[src/rtl/rwc_pkg.sv]
package rwc_pkg;
  typedef struct packed {
    logic clearMin;
    logic writeLane;
    logic finish;
  } rwcStrobe_t;
endpackage

[src/rtl/rwc_ctrl.sv]
module rwc_ctrl
  import rwc_pkg::*;
#(
  parameter int NUM_LANES = 4,
  localparam int LIDX_W = (NUM_LANES > 1) ? $clog2(NUM_LANES) : 1
) (
  input  logic              clk,
  input  logic              rstN,
  input  logic              start,
  output rwcStrobe_t        strobe,
  output logic [LIDX_W-1:0] laneSel,
  output logic              busy,
  output logic              done
);
  typedef enum logic [1:0] {ST_IDLE, ST_LANE, ST_FINISH} state_t;
  state_t state;
  logic [LIDX_W-1:0] laneIdx;
  logic lastLane;

  assign lastLane = (laneIdx == LIDX_W'(NUM_LANES - 1));

  always_ff @(posedge clk or negedge rstN) begin
    if (!rstN) begin
      state   <= ST_IDLE;
      laneIdx <= '0;
      done    <= 1'b0;
    end else begin
      done <= 1'b0;
      case (state)
        ST_IDLE: if (start) begin
          state   <= ST_LANE;
          laneIdx <= '0;
        end
        ST_LANE: if (lastLane) state <= ST_FINISH;
                 else laneIdx <= laneIdx + 1'b1;
        ST_FINISH: begin
          state <= ST_IDLE;
          done  <= 1'b1;
        end
        default: state <= ST_IDLE;
      endcase
    end
  end

  always_comb begin
    strobe.clearMin  = (state == ST_IDLE) && start;
    strobe.writeLane = (state == ST_LANE);
    strobe.finish    = (state == ST_FINISH);
  end

  assign laneSel = laneIdx;
  assign busy    = (state != ST_IDLE);
endmodule

[src/rtl/rwc_datapath.sv]
module rwc_datapath
  import rwc_pkg::*;
#(
  parameter int NUM_LANES  = 4,
  parameter int PHASE_W    = 3,
  parameter int MAX_DELAY  = 32,
  parameter int SMPL_W     = 5,
  parameter int ADJ_W      = 3,
  parameter int ADJ_STRIDE = 3,
  parameter int CFG_W      = 24,
  parameter int MIN_INIT   = 10,
  localparam int DELAY_W = $clog2(MAX_DELAY),
  localparam int LIN_W   = $clog2((2 ** PHASE_W) * MAX_DELAY),
  localparam int MIN_W   = $clog2(MIN_INIT + 1),
  localparam int RDY_W   = SMPL_W + 1,
  localparam int LIDX_W  = (NUM_LANES > 1) ? $clog2(NUM_LANES) : 1
) (
  input  logic                         clk,
  input  logic                         rstN,
  input  logic                         mode1to1,
  input  rwcStrobe_t                   strobe,
  input  logic [LIDX_W-1:0]            laneSel,
  input  logic [NUM_LANES*PHASE_W-1:0] startPhase,
  input  logic [NUM_LANES*DELAY_W-1:0] startDelay,
  input  logic [NUM_LANES*PHASE_W-1:0] endPhase,
  input  logic [NUM_LANES*DELAY_W-1:0] endDelay,
  input  logic [SMPL_W-1:0]            sampleDelay,
  input  logic [CFG_W-1:0]             cfgWord,
  output logic [NUM_LANES*PHASE_W-1:0] centrePhase,
  output logic [NUM_LANES*DELAY_W-1:0] centreDelay,
  output logic [MIN_W-1:0]             minPhase,
  output logic [RDY_W-1:0]             readyDelay
);
  logic [PHASE_W-1:0] sPh, ePh, sPhC, ePhC, cPhRaw, cPhOut;
  logic [DELAY_W-1:0] sDl, eDl, cDl;
  logic [LIN_W-1:0]   sLin, eLin, mid;
  logic [LIN_W:0]     linSum;
  logic [MIN_W-1:0]   minReg;
  logic [ADJ_W-1:0]   adj;
  int                 adjOff;

  // Lane select and sparse-code packing
  always_comb begin
    sPh  = startPhase[laneSel*PHASE_W +: PHASE_W];
    ePh  = endPhase[laneSel*PHASE_W +: PHASE_W];
    sDl  = startDelay[laneSel*DELAY_W +: DELAY_W];
    eDl  = endDelay[laneSel*DELAY_W +: DELAY_W];
    sPhC = (mode1to1 && sPh > PHASE_W'(1)) ? sPh - PHASE_W'(2) : sPh;
    ePhC = (mode1to1 && ePh > PHASE_W'(1)) ? ePh - PHASE_W'(2) : ePh;
  end

  // Linear midpoint and split back into phase/tap
  always_comb begin
    sLin   = LIN_W'(sPhC) * LIN_W'(MAX_DELAY) + LIN_W'(sDl);
    eLin   = LIN_W'(ePhC) * LIN_W'(MAX_DELAY) + LIN_W'(eDl);
    linSum = {1'b0, sLin} + {1'b0, eLin};
    mid    = LIN_W'(linSum >> 1);
    cPhRaw = PHASE_W'(mid / LIN_W'(MAX_DELAY));
    cDl    = DELAY_W'(mid % LIN_W'(MAX_DELAY));
    cPhOut = (mode1to1 && cPhRaw > PHASE_W'(1)) ? cPhRaw + PHASE_W'(2) : cPhRaw;
  end

  // Adjustment field position chosen by minimum phase
  always_comb begin
    if (mode1to1) begin
      case (minReg)
        MIN_W'(1): adjOff = 3;
        MIN_W'(4): adjOff = 6;
        MIN_W'(5): adjOff = 9;
        default:   adjOff = 0;
      endcase
    end else begin
      adjOff = int'(minReg) * ADJ_STRIDE;
    end
    adj = ADJ_W'(cfgWord >> adjOff);
  end

  always_ff @(posedge clk or negedge rstN) begin
    if (!rstN) begin
      centrePhase <= '0;
      centreDelay <= '0;
      minReg      <= '0;
      readyDelay  <= '0;
    end else begin
      if (strobe.clearMin) minReg <= MIN_W'(MIN_INIT);
      if (strobe.writeLane) begin
        centrePhase[laneSel*PHASE_W +: PHASE_W] <= cPhOut;
        centreDelay[laneSel*DELAY_W +: DELAY_W] <= cDl;
        if (MIN_W'(cPhOut) < minReg) minReg <= MIN_W'(cPhOut);
      end
      if (strobe.finish) readyDelay <= RDY_W'(sampleDelay) + RDY_W'(adj);
    end
  end

  assign minPhase = minReg;
endmodule

[src/rtl/rd_window_centre.sv]
module rd_window_centre
  import rwc_pkg::*;
#(
  parameter int NUM_LANES  = 4,
  parameter int PHASE_W    = 3,
  parameter int MAX_DELAY  = 32,
  parameter int SMPL_W     = 5,
  parameter int ADJ_W      = 3,
  parameter int ADJ_STRIDE = 3,
  parameter int CFG_W      = 24,
  parameter int MIN_INIT   = 10,
  localparam int DELAY_W = $clog2(MAX_DELAY),
  localparam int MIN_W   = $clog2(MIN_INIT + 1),
  localparam int RDY_W   = SMPL_W + 1,
  localparam int LIDX_W  = (NUM_LANES > 1) ? $clog2(NUM_LANES) : 1
) (
  input  logic                         clk,
  input  logic                         rstN,
  input  logic                         start,
  input  logic                         mode1to1,
  input  logic [NUM_LANES*PHASE_W-1:0] startPhase,
  input  logic [NUM_LANES*DELAY_W-1:0] startDelay,
  input  logic [NUM_LANES*PHASE_W-1:0] endPhase,
  input  logic [NUM_LANES*DELAY_W-1:0] endDelay,
  input  logic [SMPL_W-1:0]            sampleDelay,
  input  logic [CFG_W-1:0]             cfgWord,
  output logic                         busy,
  output logic                         done,
  output logic [NUM_LANES*PHASE_W-1:0] centrePhase,
  output logic [NUM_LANES*DELAY_W-1:0] centreDelay,
  output logic [MIN_W-1:0]             minPhase,
  output logic [RDY_W-1:0]             readyDelay
);
  rwcStrobe_t        strobe;
  logic [LIDX_W-1:0] laneSel;

  rwc_ctrl #(.NUM_LANES(NUM_LANES)) ctrlInst (
    .clk(clk), .rstN(rstN), .start(start),
    .strobe(strobe), .laneSel(laneSel), .busy(busy), .done(done)
  );

  rwc_datapath #(
    .NUM_LANES(NUM_LANES), .PHASE_W(PHASE_W), .MAX_DELAY(MAX_DELAY),
    .SMPL_W(SMPL_W), .ADJ_W(ADJ_W), .ADJ_STRIDE(ADJ_STRIDE),
    .CFG_W(CFG_W), .MIN_INIT(MIN_INIT)
  ) dpInst (
    .clk(clk), .rstN(rstN), .mode1to1(mode1to1),
    .strobe(strobe), .laneSel(laneSel),
    .startPhase(startPhase), .startDelay(startDelay),
    .endPhase(endPhase), .endDelay(endDelay),
    .sampleDelay(sampleDelay), .cfgWord(cfgWord),
    .centrePhase(centrePhase), .centreDelay(centreDelay),
    .minPhase(minPhase), .readyDelay(readyDelay)
  );
endmodule

[config.mk]
export PLATFORM = sky130hd
export DESIGN_NAME = rd_window_centre
export DESIGN_NICKNAME = d
export VERILOG_FILES = /design/src/rtl/rwc_pkg.sv /design/src/rtl/rwc_ctrl.sv /design/src/rtl/rwc_datapath.sv /design/src/rtl/rd_window_centre.sv
export SDC_FILE = /design/constraint.sdc
export NUM_CORES = 1
export LEC_CHECK = 0
export CAP_MARGIN = 0
export CORE_MARGIN = 5
export CORE_UTILIZATION = 45
export CTS_CLUSTER_SIZE = 30
export DETAILED_ROUTE_END_ITERATION = 8
export GPL_ROUTABILITY_DRIVEN = 1
export HOLD_SLACK_MARGIN = 0.1
export PLACE_DENSITY = 0.79
export RECOVER_POWER = 25
export SYNTH_ARGS = -nofsm -noshare
export SYNTH_HDL_FRONTEND = slang
export SYNTH_HIERARCHICAL = 1
export SYNTH_SLANG_ARGS = --single-unit
[constraint.sdc]
create_clock -name clk -period 5.6 [get_ports clk]
set_clock_uncertainty 0.15 [all_clocks]
set_input_delay 0.84 -clock clk [delete_from_list [all_inputs] [get_ports clk]]
set_output_delay 0.84 -clock clk [all_outputs]
set_load 0.02 [all_outputs]
==> impl_metrics.toml, run 1 <==
[routing]
vias = 3160
wire_per_inst_um = 17.2
dr.first_iter.drc_count = 86
vias_per_cell = 5.58
drc = 0
finalWirelength_um = 9760
top_layer_used = "met4"
wl_met1_um = 4020
dr.pass1.iters = 4
wl_met3_um = 693
wl_met2_um = 4940
final_antenna_net_count = 0

[setup_path]
r2r_slack_ns = 0.55
crit_arrival_ns = 5.08
criticalPathCategory = "flip-flop to flip-flop"
critPathMostFrequentCell = "ha_1"
rr_worst_depth = 19
r2r-end = "dpInst/minPhase[1]$_DFF_PN0_"
crit_buf_inv = 2
startpoint = "ctrlInst/laneSel[0]$_DFFE_PN0P_"
worstSetupEndpointType = "flip-flop"
crit_chain = "inv_1 > nand2_1 > o21ai_0 > ha_1 > nand2b_1 > xnor2_1 > ha_1 > a21oi_1 > nand2_1 > a41oi_1 > xor2_1 > ha_1 > nor2_1 > xnor3_1 > ha_1 > inv_1 > a31oi_1 > o41a_4 > mux2_4"
r2r_start = "ctrlInst/laneSel[0]$_DFFE_PN0P_"
cpPeakStageDelay_ns = 0.81
start_kind = "flip-flop"
critPathSlowestCell = "dfrtp_1"
cp_max_fo = 14
critPathTopFamily = "adder cells"
cp_data_required_time_ns = 5.63

[clocking]
cts.sinks = 47
post_cts_buffers = 0
ctsLongestPathBuffers = 2
cts_tree = "yes"
cts_buffers = 5
hold_buffers = 0
clock_latency_ns = 0.29
cts.reportedPaths.clkPinSlew_ns = 0.09
cts_resized = 0
ctsHtreeMaxLevel = 2
root_buffer = "clkbuf_8"

[logic_synthesis]
yosys.area_share.xor_xnor_pct = 3.50
synth_ff_type = "dfrtp_1"
synthSimpleGateAreaFrac_pct = 8.49
async_flop_share_pct = 100
synth_edf_count = 0
synth_fa_ha_area_share_pct = 11.6
syn_area_um2 = 3640
ys_seq_area_share_pct = 32.3
synth_cells = 319
syn_avg_cell_area_um2 = 11.4
synthTopCellsByCount = "dfrtp_1 (47), a22o_1 (29), ha_1 (29), mux2i_1 (28), inv_1 (20)"
synth_area_leaders = "dfrtp_1 (32%), mux4_2 (12%), ha_1 (10%), mux2i_1 (7.7%), a22o_1 (7.0%)"
ys_types = 54
synth-seq-cells = 47
yosysTopAreaCellShare_pct = 32.3
synth_top_family_by_area = "multiplexers"
ys_warn_count = 6
yosysTopAreaCell = "dfrtp_1"
yosysMostFrequentCell = "dfrtp_1"
synth_compound_area_share_pct = 18.0
synth_nets = 448
synth_mux_area_share_pct = 22.7

[timing]
worstMarginPinSlew_ns = 2.46
setup_viol = 0
maxSlewHeadroom_pct = -63.8
fin_crit_ns = 5.05
drv_slew = 48
max_freq_ghz = 0.198
tns_ns = 0
rsz0062_at_grt = "no"
period_share_pct = 90.2
whs_ns = 0.359
hold_violations = 0

[status]
status = "finished, violations left"
violations = "max-capacitance violations, max-slew violations"

[placement]
postPlaceCellArea_um2 = 5170
place_inst = 558
globalplace.congestion = 0.829
dp.final_hpwl_um = 8150
port_buffers = 140

[pwr]
p_leak_nw = 2.32
peakVddDrop_mv = 0.497
power_density_nw_per_um2 = 687

[worst_hold_path]
min_path_type = "flip-flop to flip-flop"
hold_end = "dpInst/centrePhase[9]$_DFFE_PN0P_"
hp-start = "dpInst/centrePhase[9]$_DFFE_PN0P_"
min_path_cells = 2

[floorplan]
coreArea_um2 = 7810
num_rows = 32
die_h_um = 100
dieArea_um2 = 9990
start_util_pct = 46.7
die_w_um = 100
ios = 141

[global_routing]
grt_pass1_vias = 3372
antenna_found_initial = 0
grt_max_degree = 48
grt.overflow.total = 0
track_usage_pct = 19.4
grt_pass1_wl_um = 16000

[layout]
layout-drive-gt1-share_pct = 11.0
instances_no_fill = 566
nNetsFinal = 592
areaGrowthSynthToFinish_pct = 45.0
stdcell_area_um2 = 5280
diodes = 0
fin_util_pct = 67.6

[flow_run]
maxCapViolCount = 1
[stage by stage]
stage / worst slack, ns / power [mW]
2_1_floorplan: 0.843 / 2.53
3_3_place_gp: 0.445 / 3.29
3_5_place_dp: 0.286 / 3.38
4_1_cts: 0.510 / 3.65
5_1_grt: 0.176 / 3.93
6_report: 0.550 / 3.63
[flip-flops by register name, summed over array words and instances, names as in the netlist]
register            count
dpInst/readyDelay       6
dpInst/centreDelay     20
dpInst/minPhase         4
dpInst/centrePhase     12
ctrlInst/done           1
ctrlInst/laneSel        2
ctrlInst/state          2
[layout by cell type (no fill, tap or decap), types with 4 or more instances in the layout]
| cell type | Yosys | routed |
|---|---|---|
| a21oi_1 | 14 | 14 |
| o211ai_1 | 5 | 5 |
| a22o_1 | 29 | 29 |
| inv_1 | 20 | 20 |
| nand2_1 | 16 | 16 |
| dfrtp_1 | 47 | 47 |
| buf_4 | 2 | 6 |
| ha_1 | 29 | 29 |
| o21ai_0 | 6 | 6 |
| and2_1 | 5 | 5 |
| xnor2_1 | 9 | 9 |
| mux4_2 | 19 | 19 |
| clkbuf_8 | 0 | 5 |
| mux2i_1 | 28 | 28 |
| nor2_1 | 7 | 7 |
| nand3_1 | 5 | 5 |
| mux2_2 | 6 | 6 |
| nand2b_1 | 6 | 6 |
| a21o_1 | 4 | 4 |
| clkdlybuf4s50_1 | 0 | 139 |
| o21ai_1 | 5 | 5 |
[metal layers]
layer,vias up,track usage (%)
li1,1508,-
met1,1534,23.8
met2,112,35.1
met3,6,3.96
met4,0,4.20
met5,-,0
[cells by family (layout without fill, tap and decap cells)]
| kind of cell | after synthesis | count (layout) |
|---|---|---|
| compound gates | 84 | 84 |
| simple gates | 57 | 57 |
| mux | 56 | 56 |
| flops | 47 | 47 |
| fa+ha+maj | 32 | 32 |
| buf+inv | 30 | 175 |
| xor+xnor | 13 | 13 |
[report_power, final]
part	leakage (nW)	internal [mW]	switching, mW
Clock	0.0548	0.135	0.119
Sequential	0.623	0.473	0.134
Combinational	1.64	1.36	1.41
[final cells by class]
cell class              count  area [um^2]
clock buffers               5         68.8
clock inverters             3         46.3
fillers                   628         2530
inverters                  21         78.8
multi-input cells         242         2340
flip-flops and latches     47         1180
well taps                 102          128
repair buffers            146         1440
[worst max path at each step]
stage / end / slack [ns] / depth (start not counted)
after global placement: dpInst/minPhase[1]$_DFF_PN0_ / 0.45 / 19
final: dpInst/minPhase[1]$_DFF_PN0_ / 0.55 / 19
after floorplan: dpInst/minPhase[1]$_DFF_PN0_ / 0.84 / 16
after global routing: dpInst/minPhase[2]$_DFF_PN0_ / 0.18 / 19
after detailed placement: dpInst/minPhase[1]$_DFF_PN0_ / 0.29 / 19
after CTS: dpInst/minPhase[1]$_DFF_PN0_ / 0.51 / 19
[worst min-delay path, stage by stage, from the launching register on]
cell	delay [ns]
dfrtp_1	0.36
nand2_1	0.05
o21ai_1	0.06
Note: power is estimated with default switching activity, not from simulation.
==> run 2: changes to the inputs <==
- PLACE_DENSITY: 0.79 -> 0.78
- SYNTH_HIERARCHICAL: 1 -> unset
==> impl_metrics.toml, run 2 <==
[floorplan]
coreArea_um2 = 8180
num_rows = 33
die_h_um = 101
die_w_um = 101
dieArea_um2 = 10300
ios = 141
start_util_pct = 45.8

[timing]
maxSlewHeadroom_pct = -64.3
setup_viol = 0
rsz0062_at_grt = "no"
fin_crit_ns = 5.10
max_freq_ghz = 0.196
tns_ns = 0
drv_slew = 48
period_share_pct = 91.0
hold_violations = 0
worstMarginPinSlew_ns = 2.46

[clocking]
post_cts_buffers = 0
cts_tree = "yes"
ctsLongestPathBuffers = 2
cts_buffers = 5
root_buffer = "clkbuf_8"
cts.sinks = 47
hold_buffers = 0
clock_latency_ns = 0.30
cts.reportedPaths.clkPinSlew_ns = 0.09
ctsHtreeMaxLevel = 2
cts_resized = 0

[setup_path]
cp_max_fo = 3
critPathSlowestCell = "mux4_2"
r2r_slack_ns = 0.52
critPathMostFrequentCell = "ha_1"
criticalPathCategory = "input pin to flip-flop"
cp_data_required_time_ns = 5.64
crit_arrival_ns = 5.14
r2r_start = "ctrlInst.laneSel[0]$_DFFE_PN0P_"
rr_worst_depth = 17
start_kind = "input pin"
r2r-end = "dpInst.minPhase[2]$_DFF_PN0_"
cpPeakStageDelay_ns = 0.50
crit_chain = "clkdlybuf4s50_1 > mux4_2 > inv_1 > ha_1 > nand2b_1 > xnor2_1 > ha_1 > nand2_1 > nor3_1 > a21oi_2 > xor2_1 > ha_1 > nor2b_1 > xnor3_1 > ha_1 > o21a_1 > o21ai_0 > nand2_1 > o21ai_0 > mux2_2"
worstSetupEndpointType = "flip-flop"

[layout]
layout-drive-gt1-share_pct = 10.8
top_regs = "dpInst.centreDelay: 20 flops, dpInst.centrePhase: 12 flops, dpInst.readyDelay: 6 flops"
diodes = 0
largest_reg_flops = 20
regMostFlops = "dpInst.centreDelay"
nNetsFinal = 636
layout_common_cells = "clkdlybuf4s50_1 (138), nand2_1 (48), dfrtp_1 (47)"
fill_cells = 681
areaGrowthSynthToFinish_pct = 42.8
final_common_cell = "clkdlybuf4s50_1"

[logic_synthesis]
synth-seq-cells = 47
ys_seq_area_share_pct = 31.4
synth_area_leaders = "dfrtp_1 (31%), ha_1 (9.7%), mux4_2 (9.0%), a22o_1 (6.1%), nand2_1 (4.8%)"
ys_warn_count = 0
synth_cells = 368
ys_types = 58
yosysTopAreaCell = "dfrtp_1"
synth_ff_type = "dfrtp_1"
yosysMostFrequentCell = "nand2_1"
syn_area_um2 = 3750
syn_avg_cell_area_um2 = 10.2
synthTopCellsByCount = "nand2_1 (48), dfrtp_1 (47), ha_1 (29), a22o_1 (26), o21ai_0 (23)"
synth_edf_count = 0
yosysTopAreaCellShare_pct = 31.4
async_flop_share_pct = 100
synth_nets = 497

[global_routing]
grt_pass1_wl_um = 17800
grt.overflow.total = 0
track_usage_pct = 21.5
antenna_found_initial = 1
grt_pass1_vias = 3688
grt_max_degree = 48

[placement]
dp.final_hpwl_um = 8850
port_buffers = 140
globalplace.congestion = 0.884

[worst_hold_path]
min_path_type = "flip-flop to flip-flop"
hp-start = "dpInst.readyDelay[5]$_DFFE_PN0P_"
min_path_cells = 2
hold_end = "dpInst.readyDelay[5]$_DFFE_PN0P_"

[flow_run]
maxCapViolCount = 1

[routing]
wire_per_inst_um = 17.8
dr.first_iter.drc_count = 170
final_antenna_net_count = 0
dr.pass1.iters = 4
drc = 0
vias = 3479
finalWirelength_um = 10900
vias_per_cell = 5.68

[status]
violations = "max-capacitance violations, max-slew violations"
status = "finished, violations left"

[pwr]
power.total_mw = 3.61
power_density_nw_per_um2 = 674
p_leak_nw = 2.29
peakVddDrop_mv = 0.381
==> run 2: cell families after synthesis <==
family                   after synthesis  synth area share (%)
AO/OA/AOI/OAI                        108                  21.4
XOR/XNOR                              13                  3.41
flip-flops                            47                  31.4
multiplexers                          38                  15.5
adder cells (fa/ha/maj)               32                  11.3
buffers and inverters                 32                  3.94
AND/OR/NAND/NOR                       98                  13.1
==> run 2: worst max-delay path by stage <==
stage / cells after the start / to / from
2_1_floorplan: 19 / dpInst.minPhase[1]$_DFF_PN0_ / endPhase[10]
3_3_place_gp: 20 / dpInst.minPhase[1]$_DFF_PN0_ / endPhase[10]
3_5_place_dp: 20 / dpInst.minPhase[2]$_DFF_PN0_ / endPhase[10]
4_1_cts: 20 / dpInst.minPhase[2]$_DFF_PN0_ / endPhase[10]
5_1_grt: 18 / dpInst.minPhase[2]$_DFF_PN0_ / ctrlInst.laneSel[1]$_DFFE_PN0P_
6_report: 20 / dpInst.minPhase[2]$_DFF_PN0_ / endPhase[10]
==> run 2: per-layer routing <==
layer  global-route usage (%)  part of all wire, %  up-vias  wire length [um]
li1                         -                    -     1651                 -
met4                     3.99                 0.93        2               101
met2                     38.4                   51      146              5530
met3                     5.51                  8.3       13               904
met5                        0                 0.12        -                13
met1                     26.3                   40     1667              4340
==> run 2: area by class of cell <==
cell class / instances / area (um^2) / area share (%)
Clock buffer: 5 / 68.8 / 1.29
Clock inverter: 3 / 47.5 / 0.889
Inverter: 19 / 73.8 / 1.38
Multi-Input combinational cell: 289 / 2420 / 45.3
Sequential cell: 47 / 1180 / 22.0
Tap cell: 105 / 131 / 2.46
Timing Repair Buffer: 145 / 1430 / 26.7
==> run 2: per-stage QoR <==
step / setup slack, ns / instance area, um^2 / std cells / util [%] / hold WS [ns]
after floorplan: 0.873 / 3750 / 368 / - / 0.329
after global placement: 0.400 / 5240 / 605 / 64.1 / 0.308
after detailed placement: 0.196 / 5240 / 605 / 64.1 / 0.320
after CTS: 0.507 / 5360 / 613 / 65.5 / 0.340
after global routing: 0.186 / 5350 / 613 / 65.4 / 0.381
final: 0.502 / 5350 / 613 / 65.4 / 0.336
==> run 2: power by group <==
part | internal, mW | total [mW] | switching (mW)
clock network | 0.135 | 0.260 | 0.124
registers | 0.461 | 0.585 | 0.123
logic | 1.25 | 2.76 | 1.51
total | 1.84 | 3.61 | 1.76
==> run 2: critical path, delay by kind of cell <==
kind                       cells  cell delay, ns
adders and majority gates      4            0.94
AOI/OAI and AO/OA              4            0.61
muxes                          2            0.89
xor gates and xnor gates       3            0.64
and+or+nand+nor                5            0.75
buffers and inverters          2            0.47
